--- src/rtl/spim_pkg.sv ---
`timescale 1ns/1ps
// Shared types and register offsets for the SPI master controller.
// Assumes word-aligned 12-bit byte addresses.
package spim_pkg;
    typedef enum logic [1:0] {
        XM_DUPLEX = 2'd0,
        XM_TXONLY = 2'd1,
        XM_RXONLY = 2'd2,
        XM_RSVD   = 2'd3
    } xfer_mode_e;

    localparam logic [11:0] OFF_CTL0  = 12'h000;
    localparam logic [11:0] OFF_COUNT = 12'h004;
    localparam logic [11:0] OFF_EN    = 12'h008;
    localparam logic [11:0] OFF_SEL   = 12'h00C;
    localparam logic [11:0] OFF_DIV   = 12'h010;
    localparam logic [11:0] OFF_TXTH  = 12'h014;
    localparam logic [11:0] OFF_RXTH  = 12'h018;
    localparam logic [11:0] OFF_TXLVL = 12'h01C;
    localparam logic [11:0] OFF_RXLVL = 12'h020;
    localparam logic [11:0] OFF_STAT  = 12'h024;
    localparam logic [1:0]  WIN_TX    = 2'b01;
    localparam logic [1:0]  WIN_RX    = 2'b10;
endpackage

--- src/rtl/spim_fifo.sv ---
`timescale 1ns/1ps
// Synchronous FIFO with flush. Push is ignored when full and pop is
// ignored when empty. rdata shows the head entry while not empty.
module spim_fifo #(
    parameter int DW    = 16,
    parameter int DEPTH = 32
) (
    input  logic                       clk,
    input  logic                       rst_n,
    input  logic                       flush,
    input  logic                       push,
    input  logic [DW-1:0]              wdata,
    input  logic                       pop,
    output logic [DW-1:0]              rdata,
    output logic                       full,
    output logic                       empty,
    output logic [$clog2(DEPTH):0]     level
);
    localparam int AW = $clog2(DEPTH);

    logic [DW-1:0] mem [DEPTH];
    logic [AW-1:0] wp_q, rp_q;
    logic [AW:0]   cnt_q;
    logic          do_push, do_pop;

    assign full    = (cnt_q == (AW+1)'(DEPTH));
    assign empty   = (cnt_q == '0);
    assign do_push = push && !full;
    assign do_pop  = pop && !empty;
    assign rdata   = mem[rp_q];
    assign level   = cnt_q;

    // Pointer and occupancy update.
    always_ff @(posedge clk) begin
        if (!rst_n || flush) begin
            wp_q  <= '0;
            rp_q  <= '0;
            cnt_q <= '0;
        end else begin
            if (do_push) wp_q <= wp_q + AW'(1);
            if (do_pop)  rp_q <= rp_q + AW'(1);
            cnt_q <= cnt_q + (AW+1)'(do_push) - (AW+1)'(do_pop);
        end
    end

    // Storage write.
    always_ff @(posedge clk) begin
        if (do_push) mem[wp_q] <= wdata;
    end

    // a push into a full FIFO leaves it full and loses nothing.
    a_r6_no_overflow: assert property (@(posedge clk) disable iff (!rst_n)
        (full && push && !pop && !flush) |=> (level == (AW+1)'(DEPTH)));
endmodule

--- src/rtl/spim_shifter.sv ---
`timescale 1ns/1ps
// Serial shift engine: makes sclk from the half-period count, shifts
// frames MSB first and counts frames up to last_idx+1. It assumes the
// configuration inputs stay stable while en is high, and that half >= 1.
module spim_shifter
    import spim_pkg::*;
#(
    parameter int DW = 16,
    parameter int CW = 16
) (
    input  logic          clk,
    input  logic          rst_n,
    input  logic          en,
    input  xfer_mode_e    mode,
    input  logic          wide,
    input  logic          cpol,
    input  logic          cpha,
    input  logic [CW-1:0] half,
    input  logic [CW-1:0] last_idx,
    input  logic          tx_empty,
    input  logic [DW-1:0] tx_data,
    output logic          tx_pop,
    input  logic          rx_full,
    output logic          rx_push,
    output logic [DW-1:0] rx_data,
    output logic          sclk,
    output logic          mosi,
    input  logic          miso,
    output logic          busy
);
    localparam int EW = $clog2(2*DW);
    localparam int HW = DW/2;

    logic          run_q, pend_q, done_q, phase_q, mosi_q;
    logic [CW-1:0] hcnt_q, frames_q;
    logic [EW-1:0] edge_q;
    logic [DW-1:0] sh_out_q, sh_in_q;
    logic          need_tx, keep_rx, start_ok, tick, lead;
    logic [EW-1:0] last_edge;
    logic [DW-1:0] word, loaded;

    assign need_tx   = (mode != XM_RXONLY);
    assign keep_rx   = (mode != XM_TXONLY);
    assign start_ok  = en && !done_q && !run_q && !pend_q
                       && !(need_tx && tx_empty) && !(keep_rx && rx_full);
    assign tx_pop    = start_ok && need_tx;
    assign word      = need_tx ? tx_data : '0;
    assign loaded    = wide ? word : {word[HW-1:0], {HW{1'b0}}};
    assign tick      = run_q && (hcnt_q == half - CW'(1));
    assign lead      = !edge_q[0];
    assign last_edge = wide ? EW'(2*DW-1) : EW'(DW-1);
    assign rx_push   = pend_q;
    assign rx_data   = wide ? sh_in_q : {{HW{1'b0}}, sh_in_q[HW-1:0]};
    assign sclk      = cpol ^ phase_q;
    assign mosi      = mosi_q;
    assign busy      = run_q || pend_q || (en && !done_q);

    // Frame sequencing, clock edges, shifting and frame counting.
    always_ff @(posedge clk) begin
        if (!rst_n || !en) begin
            run_q    <= 1'b0;
            pend_q   <= 1'b0;
            done_q   <= 1'b0;
            phase_q  <= 1'b0;
            mosi_q   <= 1'b0;
            hcnt_q   <= '0;
            frames_q <= '0;
            edge_q   <= '0;
            sh_out_q <= '0;
            sh_in_q  <= '0;
        end else begin
            pend_q <= 1'b0;
            if (start_ok) begin
                run_q  <= 1'b1;
                hcnt_q <= '0;
                edge_q <= '0;
                if (!cpha) begin
                    mosi_q   <= loaded[DW-1];
                    sh_out_q <= loaded << 1;
                end else begin
                    sh_out_q <= loaded;
                end
            end else if (tick) begin
                hcnt_q  <= '0;
                phase_q <= !phase_q;
                edge_q  <= edge_q + EW'(1);
                if (lead != cpha) sh_in_q <= {sh_in_q[DW-2:0], miso};
                else begin
                    mosi_q   <= sh_out_q[DW-1];
                    sh_out_q <= sh_out_q << 1;
                end
                if (edge_q == last_edge) begin
                    run_q    <= 1'b0;
                    pend_q   <= keep_rx;
                    frames_q <= frames_q + CW'(1);
                    if (frames_q == last_idx) done_q <= 1'b1;
                end
            end else if (run_q) begin
                hcnt_q <= hcnt_q + CW'(1);
            end
        end
    end

    // one cycle after a disabled cycle the clock rests at its polarity.
    a_r4_idle_sclk: assert property (@(posedge clk) disable iff (!rst_n)
        !en |=> (en || sclk == cpol));
    // receive-only mode never consumes transmit data.
    a_r8_no_tx_pop: assert property (@(posedge clk) disable iff (!rst_n)
        (mode == XM_RXONLY) |-> !tx_pop);
    // no frame runs once the programmed count has been reached.
    a_r3_frame_bound: assert property (@(posedge clk) disable iff (!rst_n)
        (run_q && en) |-> (frames_q <= last_idx));
    // in transmit-only mode the RX FIFO receives nothing.
    a_r11_no_rx_push: assert property (@(posedge clk) disable iff (!rst_n)
        (mode == XM_TXONLY && $stable(mode)) |-> !rx_push);
endmodule

--- src/rtl/spi_regmaster.sv ---
`timescale 1ns/1ps
// SPI master with a word-addressed register space, TX and RX FIFOs and
// a shift engine. Configuration is writable only while disabled.
// reg_rdata is combinational; reg_rd pops the RX FIFO on RX-window reads.
module spi_regmaster
    import spim_pkg::*;
#(
    parameter int DEPTH = 32,
    parameter int DW    = 16,
    parameter int CW    = 16,
    parameter int NSEL  = 2
) (
    input  logic        clk,
    input  logic        rst_n,
    input  logic [11:0] reg_addr,
    input  logic        reg_wr,
    input  logic        reg_rd,
    input  logic [31:0] reg_wdata,
    output logic [31:0] reg_rdata,
    output logic        sclk,
    output logic        mosi,
    input  logic        miso,
    output logic [1:0]  cs_n
);
    localparam int LW  = $clog2(DEPTH) + 1;
    localparam int THW = $clog2(DEPTH);

    logic [19:0]     ctl0_q;
    logic [CW-1:0]   count_q, div_q;
    logic            en_q;
    logic [NSEL-1:0] sel_q;
    logic [THW-1:0]  txth_q, rxth_q;

    logic            cfg_ok, tx_win, rx_win, busy;
    logic            tx_push, tx_pop, tx_full, tx_empty;
    logic            rx_push, rx_pop, rx_full, rx_empty;
    logic [DW-1:0]   tx_head, rx_head, rx_word;
    logic [LW-1:0]   tx_lvl, rx_lvl;
    logic [CW-1:0]   half;
    logic            unused_bits;

    assign cfg_ok  = !en_q;
    assign tx_win  = (reg_addr[11:10] == WIN_TX);
    assign rx_win  = (reg_addr[11:10] == WIN_RX);
    assign tx_push = reg_wr && tx_win && en_q;
    assign rx_pop  = reg_rd && rx_win;
    assign half    = (div_q < CW'(2)) ? CW'(1) : (div_q >> 1);
    assign cs_n    = ~sel_q;
    assign unused_bits = ^{reg_wdata[31:20], reg_addr[1:0]};

    // Register writes; configuration only while disabled.
    always_ff @(posedge clk) begin
        if (!rst_n) begin
            ctl0_q  <= '0;
            count_q <= '0;
            en_q    <= 1'b0;
            sel_q   <= '0;
            div_q   <= '0;
            txth_q  <= '0;
            rxth_q  <= '0;
        end else if (reg_wr && !tx_win && !rx_win) begin
            case (reg_addr)
                OFF_CTL0:  if (cfg_ok) ctl0_q  <= reg_wdata[19:0];
                OFF_COUNT: if (cfg_ok) count_q <= reg_wdata[CW-1:0];
                OFF_EN:    en_q <= reg_wdata[0];
                OFF_SEL:   sel_q <= reg_wdata[NSEL-1:0];
                OFF_DIV:   if (cfg_ok) div_q   <= reg_wdata[CW-1:0];
                OFF_TXTH:  if (cfg_ok) txth_q  <= reg_wdata[THW-1:0];
                OFF_RXTH:  if (cfg_ok) rxth_q  <= reg_wdata[THW-1:0];
                default: ;
            endcase
        end
    end

    // Read multiplexer.
    always_comb begin
        reg_rdata = '0;
        if (rx_win) reg_rdata = rx_empty ? 32'd0 : 32'(rx_head);
        else if (!tx_win) begin
            case (reg_addr)
                OFF_CTL0:  reg_rdata = 32'(ctl0_q);
                OFF_COUNT: reg_rdata = 32'(count_q);
                OFF_EN:    reg_rdata = 32'(en_q);
                OFF_SEL:   reg_rdata = 32'(sel_q);
                OFF_DIV:   reg_rdata = 32'(div_q);
                OFF_TXTH:  reg_rdata = 32'(txth_q);
                OFF_RXTH:  reg_rdata = 32'(rxth_q);
                OFF_TXLVL: reg_rdata = 32'(tx_lvl);
                OFF_RXLVL: reg_rdata = 32'(rx_lvl);
                OFF_STAT:  reg_rdata = 32'(busy);
                default:   reg_rdata = '0;
            endcase
        end
    end

    spim_fifo #(.DW(DW), .DEPTH(DEPTH)) u_txf (
        .clk(clk), .rst_n(rst_n), .flush(!en_q),
        .push(tx_push), .wdata(reg_wdata[DW-1:0]),
        .pop(tx_pop), .rdata(tx_head),
        .full(tx_full), .empty(tx_empty), .level(tx_lvl));

    spim_fifo #(.DW(DW), .DEPTH(DEPTH)) u_rxf (
        .clk(clk), .rst_n(rst_n), .flush(!en_q),
        .push(rx_push), .wdata(rx_word),
        .pop(rx_pop), .rdata(rx_head),
        .full(rx_full), .empty(rx_empty), .level(rx_lvl));

    spim_shifter #(.DW(DW), .CW(CW)) u_shift (
        .clk(clk), .rst_n(rst_n), .en(en_q),
        .mode(xfer_mode_e'(ctl0_q[19:18])),
        .wide(ctl0_q[1:0] == 2'd2),
        .cpol(ctl0_q[7]), .cpha(ctl0_q[6]),
        .half(half), .last_idx(count_q),
        .tx_empty(tx_empty), .tx_data(tx_head), .tx_pop(tx_pop),
        .rx_full(rx_full), .rx_push(rx_push), .rx_data(rx_word),
        .sclk(sclk), .mosi(mosi), .miso(miso), .busy(busy));

    // control 0 does not change under a write while enabled.
    a_r9_cfg_locked: assert property (@(posedge clk) disable iff (!rst_n)
        (en_q && reg_wr && reg_addr == OFF_CTL0) |=> $stable(ctl0_q));
    // a disabled controller reports idle one cycle later.
    a_r4_disable_idle: assert property (@(posedge clk) disable iff (!rst_n)
        !en_q |=> (en_q || !busy));
    // chip selects track the select register.
    a_r12_cs_track: assert property (@(posedge clk) disable iff (!rst_n)
        (reg_wr && reg_addr == OFF_SEL) |=> (cs_n == ~$past(reg_wdata[1:0])));
endmodule

--- config.mk ---
export PLATFORM = sky130hd
export DESIGN_NAME = spi_regmaster
export DESIGN_NICKNAME = d
export VERILOG_FILES = /design/src/rtl/spim_pkg.sv /design/src/rtl/spim_fifo.sv /design/src/rtl/spim_shifter.sv /design/src/rtl/spi_regmaster.sv
export SDC_FILE = /design/constraint.sdc
export NUM_CORES = 1
export LEC_CHECK = 0
export BUFFER_PORTS_ARGS = -buffer_cell sky130_fd_sc_hd__buf_4
export CORE_ASPECT_RATIO = 1.4
export CORE_MARGIN = 4
export CORE_UTILIZATION = 34
export CTS_CLUSTER_SIZE = 14
export DETAILED_ROUTE_END_ITERATION = 8
export RECOVER_POWER = 25
export SETUP_SLACK_MARGIN = 0.2
export SLEW_MARGIN = 30
export SYNTH_ARGS = -nofsm -noshare
export SYNTH_HDL_FRONTEND = slang
export SYNTH_SLANG_ARGS = --single-unit
--- constraint.sdc ---
create_clock -name clk -period 5.78 [get_ports clk]
set_clock_uncertainty 0.2 [all_clocks]
set_input_delay 0.289 -clock clk [delete_from_list [all_inputs] [get_ports clk]]
set_output_delay 0.289 -clock clk [all_outputs]
set_load 0.005 [all_outputs]
==> results of run 1 <==
-- layout make-up --
| cell class | instances | area share [%] |
|---|---|---|
| multi-input cells | 1440 | 24.4 |
| diodes | 2 | 0.00896 |
| well taps | 1909 | 4.27 |
| clock inverters | 78 | 1.40 |
| clock buffers | 138 | 5.34 |
| inverters | 35 | 0.235 |
| flip-flops and latches | 1205 | 61.6 |
| repair buffers | 199 | 2.80 |
-- critical path: stages (launching register included) --
cell and delay, ns:
dfxtp_1 0.40, or4_4 0.67, nor4_2 0.50, a21oi_1 0.14, ha_1 0.30, xnor2_1 0.12
a2111oi_0 0.39, o21ai_0 0.15, a311oi_1 0.43, o2111ai_4 0.39, nor3_4 0.50, buf_4 0.26
nand4_1 0.13, mux2i_1 0.15
-- flip-flops by register name, summed over array words and instances (netlist names), 2 cells and up, named ones only --
register,count
u_rxf.mem,512
u_txf.mem,512
ctl0_q,20
count_q,16
div_q,16
u_shift.frames_q,16
u_shift.hcnt_q,16
u_shift.sh_in_q,16
u_shift.sh_out_q,16
u_rxf.level,6
u_txf.level,6
rxth_q,5
txth_q,5
u_rxf.rp_q,5
u_rxf.wp_q,5
u_shift.edge_q,5
u_txf.rp_q,5
u_txf.wp_q,5
sel_q,2
-- report_power, final --
group / switching (mW) / internal [mW] / leakage, nW / total [mW]
combinational: 0.0998 / 0.0336 / 4.17 / 0.133
clock: 3.31 / 4.19 / 1.81 / 7.50
sequential: 0.0000352 / 9.35 / 9.74 / 9.35
total: 3.41 / 13.6 / 15.7 / 17.0
-- layer usage --
layer  up-vias  GRT usage, %  routed length, um
met5         -             0                  0
met4         0          4.72               3270
met3       188          2.32               5240
met2       668          29.7              65500
met1     13500          19.3              47500
li1      11500             -                  -
-- final timing paths --
path / start / end / slack, ns / depth (start not counted)
max: div_q[5] / u_shift.frames_q[14] / 0.87 / 13
min: reg_addr[6] / en_q / 0.10 / 7
max reg2reg: div_q[5] / u_shift.frames_q[14] / 0.87 / 13
min reg2reg: ctl0_q[4] / ctl0_q[4] / 0.27 / 2
-- cell families after synthesis --
group                    count (synthesis)  share of synthesized area, %
buffers and inverters                  206                          1.81
AO/OA/AOI/OAI                          282                          4.38
flip-flops                            1205                          70.6
multiplexers                           414                          14.8
AND/OR/NAND/NOR                        618                          6.09
adder cells (fa/ha/maj)                 34                         0.904
other                                    1                       0.00770
XOR/XNOR                                80                          1.44
-- timing repair --
item / in CTS / in global routing
hold buffers: 38 / 0
buffers inserted: 0 / 0
endpoints found under the hold margin: 586 / 0
-- layout by cell type, fill, tap and decap left out, types with 37 or more instances in the layout --
cell,instances
a21boi_0,48
nor2_1,187
edfxtp_1,1024
mux4_2,240
xnor2_1,51
dlygate4sd3_1,38
buf_4,142
nand2_1,181
mux2i_1,134
clkbuf_1,37
dfxtp_1,168
clkbuf_16,115
mux2_2,40
-- metrics by stage --
| step | area (sq um) | std cells | utilization [%] | setup slack (ns) |
|---|---|---|---|---|
| after detailed placement | 51800 | 4750 | 36.4 | 0.875 |
| after global placement | 51800 | 4750 | 36.3 | 0.952 |
| after global routing | 55900 | 5004 | 39.2 | 0.544 |
| after CTS | 55900 | 5004 | 39.3 | 0.841 |
| final | 55900 | 5006 | 39.2 | 0.872 |
| after floorplan | 48700 | 2851 | - | 1.63 |
==> impl_metrics.toml, run 1 <==
[die]
dieArea_sq_mm = 0.149
start_util_pct = 34.2
die-width_um = 328
core_sq_mm = 0.142
io_pins = 85
rows = 164
die_h_um = 456

[clocking]
cts.path.max_buffers = 3
root_buffer = "clkbuf_16"
numCtsBuffers = 114
clkLatencyLatePin_ns = 0.74
clk_pin_slew_worst_paths_ns = 0.07
cts.sinks = 1205
cts_max_level = 3
cts_tree = "yes"
post_cts_resized = 0

[global_route]
grt_pass1_wl_um = 179000
grt_overflow = 0
first_global_vias = 26600
antenna_found_initial = 0
grt.total_usage_pct = 16.1
grt_max_degree = 74

[critical_path]
startpoint_type = "register"
worstSetupEndpointType = "register"
worstPathArrival_ns = 5.27
crit_type = "register to register"
crit_required_ns = 6.15
worstPathMaxFanout = 11

[synth]
avgSynthCellArea_sq_um = 17.1
synth_edf_count = 1024
ys_seq_elements = 1205
netlist_top_cells_count = "edfxtp_1 (1024), mux4_2 (240), nor2_1 (219), nand2_1 (183), dfxtp_1 (181)"
yosysUniqueCellTypes = 78
synth_ff_type = "edfxtp_1"
yosysTopAreaCell = "edfxtp_1"
netlist_area_sq_mm = 0.0487
yosysWarnings = 0
ys_seq_area_share_pct = 70.6
async_flop_share_pct = 0
yosys.area.top_type_share_pct = 63.1
synth_area_leaders = "edfxtp_1 (63%), mux4_2 (11%), dfxtp_1 (7.4%), mux2i_1 (2.8%), nor2_1 (1.7%)"
synthCells = 2840
synth.most_common_cell = "edfxtp_1"

[pwr]
irDropWorstVdd_mv = 0.275
p_total_mw = 17.0
power.leakage_nw = 15.7
pwr_density_cell_mw_per_mm2 = 304

[timing]
finalSetupTns_ns = 0
worst_pin_slew_ns = 2.18
rsz0062_at_grt = "no"
max-slew-margin-rel_pct = -45.3
finalSetupViolCount = 0
finalHoldViolCount = 0
finalMaxSlewViolations = 589
period_needed_ns = 4.91
fin_hold_ws_ns = 0.102
clock.fmax_mhz = 204
fin_crit_sh_pct = 84.9

[drt]
wl_um = 122000
drc = 0
drt-initial-drc-count = 2147
wire_per_inst_um = 24.3
viasPerCell = 5.16
vias = 25800
drtAntennaViolNets = 0
first_pass_iters = 5

[layout]
multi_input_area_sq_mm = 0.0136
drive_gt1_share_pct = 21.9
final-seq-area_sq_mm = 0.0344
areaGrowthSynthToFinish_pct = 14.8
fin_nets = 3078
fillers = 13000

[run]
max-cap-violations = 16

[status]
violations = "max-capacitance violations, max-slew violations"
status = "finished with violations"

[placed_design]
dp_hpwl_um = 76700
gp_congestion = 0.813
portBuffers = 60

[min_path]
hold_class = "primary input to register"
(Power assumes the default switching activity.)
==> run 2: changes to the inputs <==
--- a/config.mk
+++ b/config.mk
@@ -5,6 +5,7 @@
 export SDC_FILE = /design/constraint.sdc
 export NUM_CORES = 1
 export LEC_CHECK = 0
+export ABC_AREA = 1
 export BUFFER_PORTS_ARGS = -buffer_cell sky130_fd_sc_hd__buf_4
 export CORE_ASPECT_RATIO = 1.4
 export CORE_MARGIN = 4
==> constraint.sdc (replaced) <==
create_clock -name clk -period 4.8 [get_ports clk]
set_clock_uncertainty 0.2 [all_clocks]
set_input_delay 0.24 -clock clk [delete_from_list [all_inputs] [get_ports clk]]
set_output_delay 0.24 -clock clk [all_outputs]
set_load 0.005 [all_outputs]
==> run 2 against run 1 <==
  * Largest power group unchanged
  * Setup slack got worse by 0.34 ns
  * Non-clock buffer count rose by 32
  * Design area rose by 3.1%
  * The flow still finishes with violations (max-capacitance violations, max-slew violations)
  * Highest routed layer unchanged
  * Clock power rose by 25%
  * Via count rose by 37%
==> impl_metrics.toml, run 2 <==
[critical_path]
critical_path.cell_chain = "inv_6 -> buf_4 -> o21ai_0 -> o221ai_1 -> nand3_1 -> nand3_1 -> nand3_1 -> o2111ai_1 -> buf_4"
startpoint_type = "register"
crit_top_cell = "nand3_1"
r2r_setup_slack_ns = 1.18
cp_num_buf_inv = 3
r2r_cells = 18
worstPathMaxFanout = 65
crit_required_ns = 4.36
cpMaxStageDelayCell = "dfxtp_4"
slowest_delay_ns = 0.60
crit_family = "buffers and inverters"
r2r_start = "u_rxf.level[2]"
reg2reg_to = "u_rxf.level[4]"
crit_type = "register to primary output"
worstSetupEndpointType = "primary output"
worstPathArrival_ns = 3.83

[layout]
drive_gt1_share_pct = 9.48
layout_commonest_cell = "edfxtp_1"
areaGrowthSynthToFinish_pct = 14.3
layout_common_cells = "edfxtp_1 (1024), nand2_1 (709), nor2_1 (601), nand3_1 (445), o21ai_0 (439)"
multi_input_area_sq_mm = 0.0141
fin_nets = 4707
final-seq-area_sq_mm = 0.0344
largest_registers = "u_rxf.mem (512), u_txf.mem (512), ctl0_q (20)"
fillers = 14000

[pwr]
p_int_mw = 16.6
swShare_pct = 20.1
p_sw_mw = 4.18
irDropWorstVdd_mv = 0.299
seqPwrFrac_pct = 54.1
pwr_density_cell_mw_per_mm2 = 361
share_comb_of_total_power_pct = 0.9
power.leakage_nw = 19.8
clockPowerShare_pct = 45.0

[synth]
ys_seq_elements = 1205
netlist_area_sq_mm = 0.0504
synth_area_leaders = "edfxtp_1 (61%), dfxtp_1 (7.2%), nand2_1 (5.3%), nor2_1 (4.6%), nand3_1 (4.4%)"
synth_edf_count = 1024
avgSynthCellArea_sq_um = 11.1
synthCells = 4539
yosysTopAreaCell = "edfxtp_1"
netlist_top_cells_count = "edfxtp_1 (1024), nand2_1 (709), nor2_1 (621), nand3_1 (445), o21ai_0 (439)"
async_flop_share_pct = 0
yosysUniqueCellTypes = 57
yosys.area.top_type_share_pct = 61.0
synth_ff_type = "edfxtp_1"
synth.most_common_cell = "edfxtp_1"
yosysWarnings = 0
ys_seq_area_share_pct = 68.2

[die]
dieArea_sq_mm = 0.155
start_util_pct = 34.3
die_h_um = 464
io_pins = 85
die-width_um = 333
core_sq_mm = 0.147
rows = 166

[clocking]
cts.path.max_buffers = 3
root_buffer = "clkbuf_16"
post_cts_resized = 0
cts.sinks = 1205
clkLatencyLatePin_ns = 0.75
cts_max_level = 3
numCtsBuffers = 119
cts_tree = "yes"
clk_pin_slew_worst_paths_ns = 0.06

[timing]
finalHoldViolCount = 0
finalMaxSlewViolations = 617
worst_pin_slew_ns = 2.30
rsz0062_at_grt = "no"
finalSetupTns_ns = 0
clock.fmax_mhz = 234
fin_ws_ns = 0.534
max-slew-margin-rel_pct = -53.2
fin_crit_sh_pct = 88.9
finalSetupViolCount = 0
period_needed_ns = 4.27

[drt]
vias = 35300
drtAntennaViolNets = 0
wire_per_inst_um = 21.2
viasPerCell = 5.30
drc = 0
first_pass_iters = 6
drt-initial-drc-count = 3032
wl_um = 141000

[placed_design]
dp_hpwl_um = 86700
dp_slack_ns = 1.22
gp_congestion = 0.922
portBuffers = 60

[global_route]
first_global_vias = 33500
antenna_found_initial = 1
grt.total_usage_pct = 17.7
grt_overflow = 0
grt_max_degree = 186
grt_pass1_wl_um = 210000

[status]
status = "finished with violations"
violations = "max-capacitance violations, max-slew violations"

[min_path]
hold_class = "primary input to register"
hp-start = "reg_addr[6]"
hold_end = "txth_q[4]"
min_path_cells = 7

[run]
max-cap-violations = 18
==> run 2: how the worst max path moves through the flow <==
stage / cells past startpoint / to / slack [ns] / from
floorplan: 18 / u_shift.sh_in_q[5] / 1.94 / div_q[5]
global placement: 18 / u_rxf.level[4] / 1.21 / u_rxf.level[4]
detailed placement: 18 / u_rxf.level[4] / 1.22 / u_rxf.level[2]
CTS: 9 / reg_rdata[13] / 0.52 / register
global route: 9 / reg_rdata[14] / 0.36 / register
finish: 9 / reg_rdata[11] / 0.53 / register
==> run 2: cell type report <==
cell class	count	area share [%]
inverter	219	1.45
antenna	2	0.00869
timing repair buffer	231	3.26
tap	1932	4.20
clock buffer	151	5.52
sequential	1205	59.7
multi-input combinational	2848	24.5
clock inverter	71	1.32
==> run 2: power groups by stage <==
stage                     logic (mW)  registers, mW  clock network (mW)
after floorplan               0.0352           11.5                   0
after global placement         0.158           11.5                   0
after detailed placement       0.162           11.5                   0
after CTS                      0.184           11.3                9.53
after global routing           0.190           11.3                9.95
final                          0.180           11.3                9.38
==> run 2: routing by layer <==
metal | track usage [%] | vias to the layer above | part of all wire [%]
met2 | 29.8 | 1226 | 49
met1 | 22.7 | 17400 | 41
met3 | 2.33 | 264 | 6.4
met5 | 0 | - | 0
li1 | - | 16300 | -
met4 | 7.67 | 0 | 4.3
==> run 2: kinds of logic (layout without fill, tap and decap cells) <==
group | count (synthesis) | after routing | share of synthesized area (%)
flops | 1205 | 1205 | 68.2
xor+xnor | 47 | 47 | 0.817
fa+ha+maj | 34 | 34 | 0.874
compound gates | 840 | 840 | 9.75
simple gates | 1915 | 1915 | 16.3
buf+inv | 497 | 672 | 3.99
other cells | 1 | 14 | 0.00744
==> run 2: worst reg2reg max path, delay by kind of cell, from the launching register on <==
kind,cells,cell delay (ns)
fa+ha+maj,4,1.04
buf+inv,5,0.88
simple gates,7,0.83
flops,1,0.32
compound gates,2,0.23
==> run 2: repair_timing <==
item,4_1_cts,5_1_grt
hold buffers,35,0
setup buffers,0,0
hold endpoints to repair,590,0
==> run 2: stage by stage <==
stage | util [%] | hold WS, ns | power (mW) | std cells | instance area (sq um)
floorplan | - | 0.139 | 11.5 | 4550 | 50400
global placement | 36.3 | 0.246 | 11.6 | 6400 | 53400
detailed placement | 36.3 | 0.255 | 11.6 | 6400 | 53400
CTS | 39.3 | 0.0276 | 21.0 | 6657 | 57700
global route | 39.2 | 0.150 | 21.4 | 6657 | 57600
finish | 39.2 | 0.0659 | 20.8 | 6659 | 57600
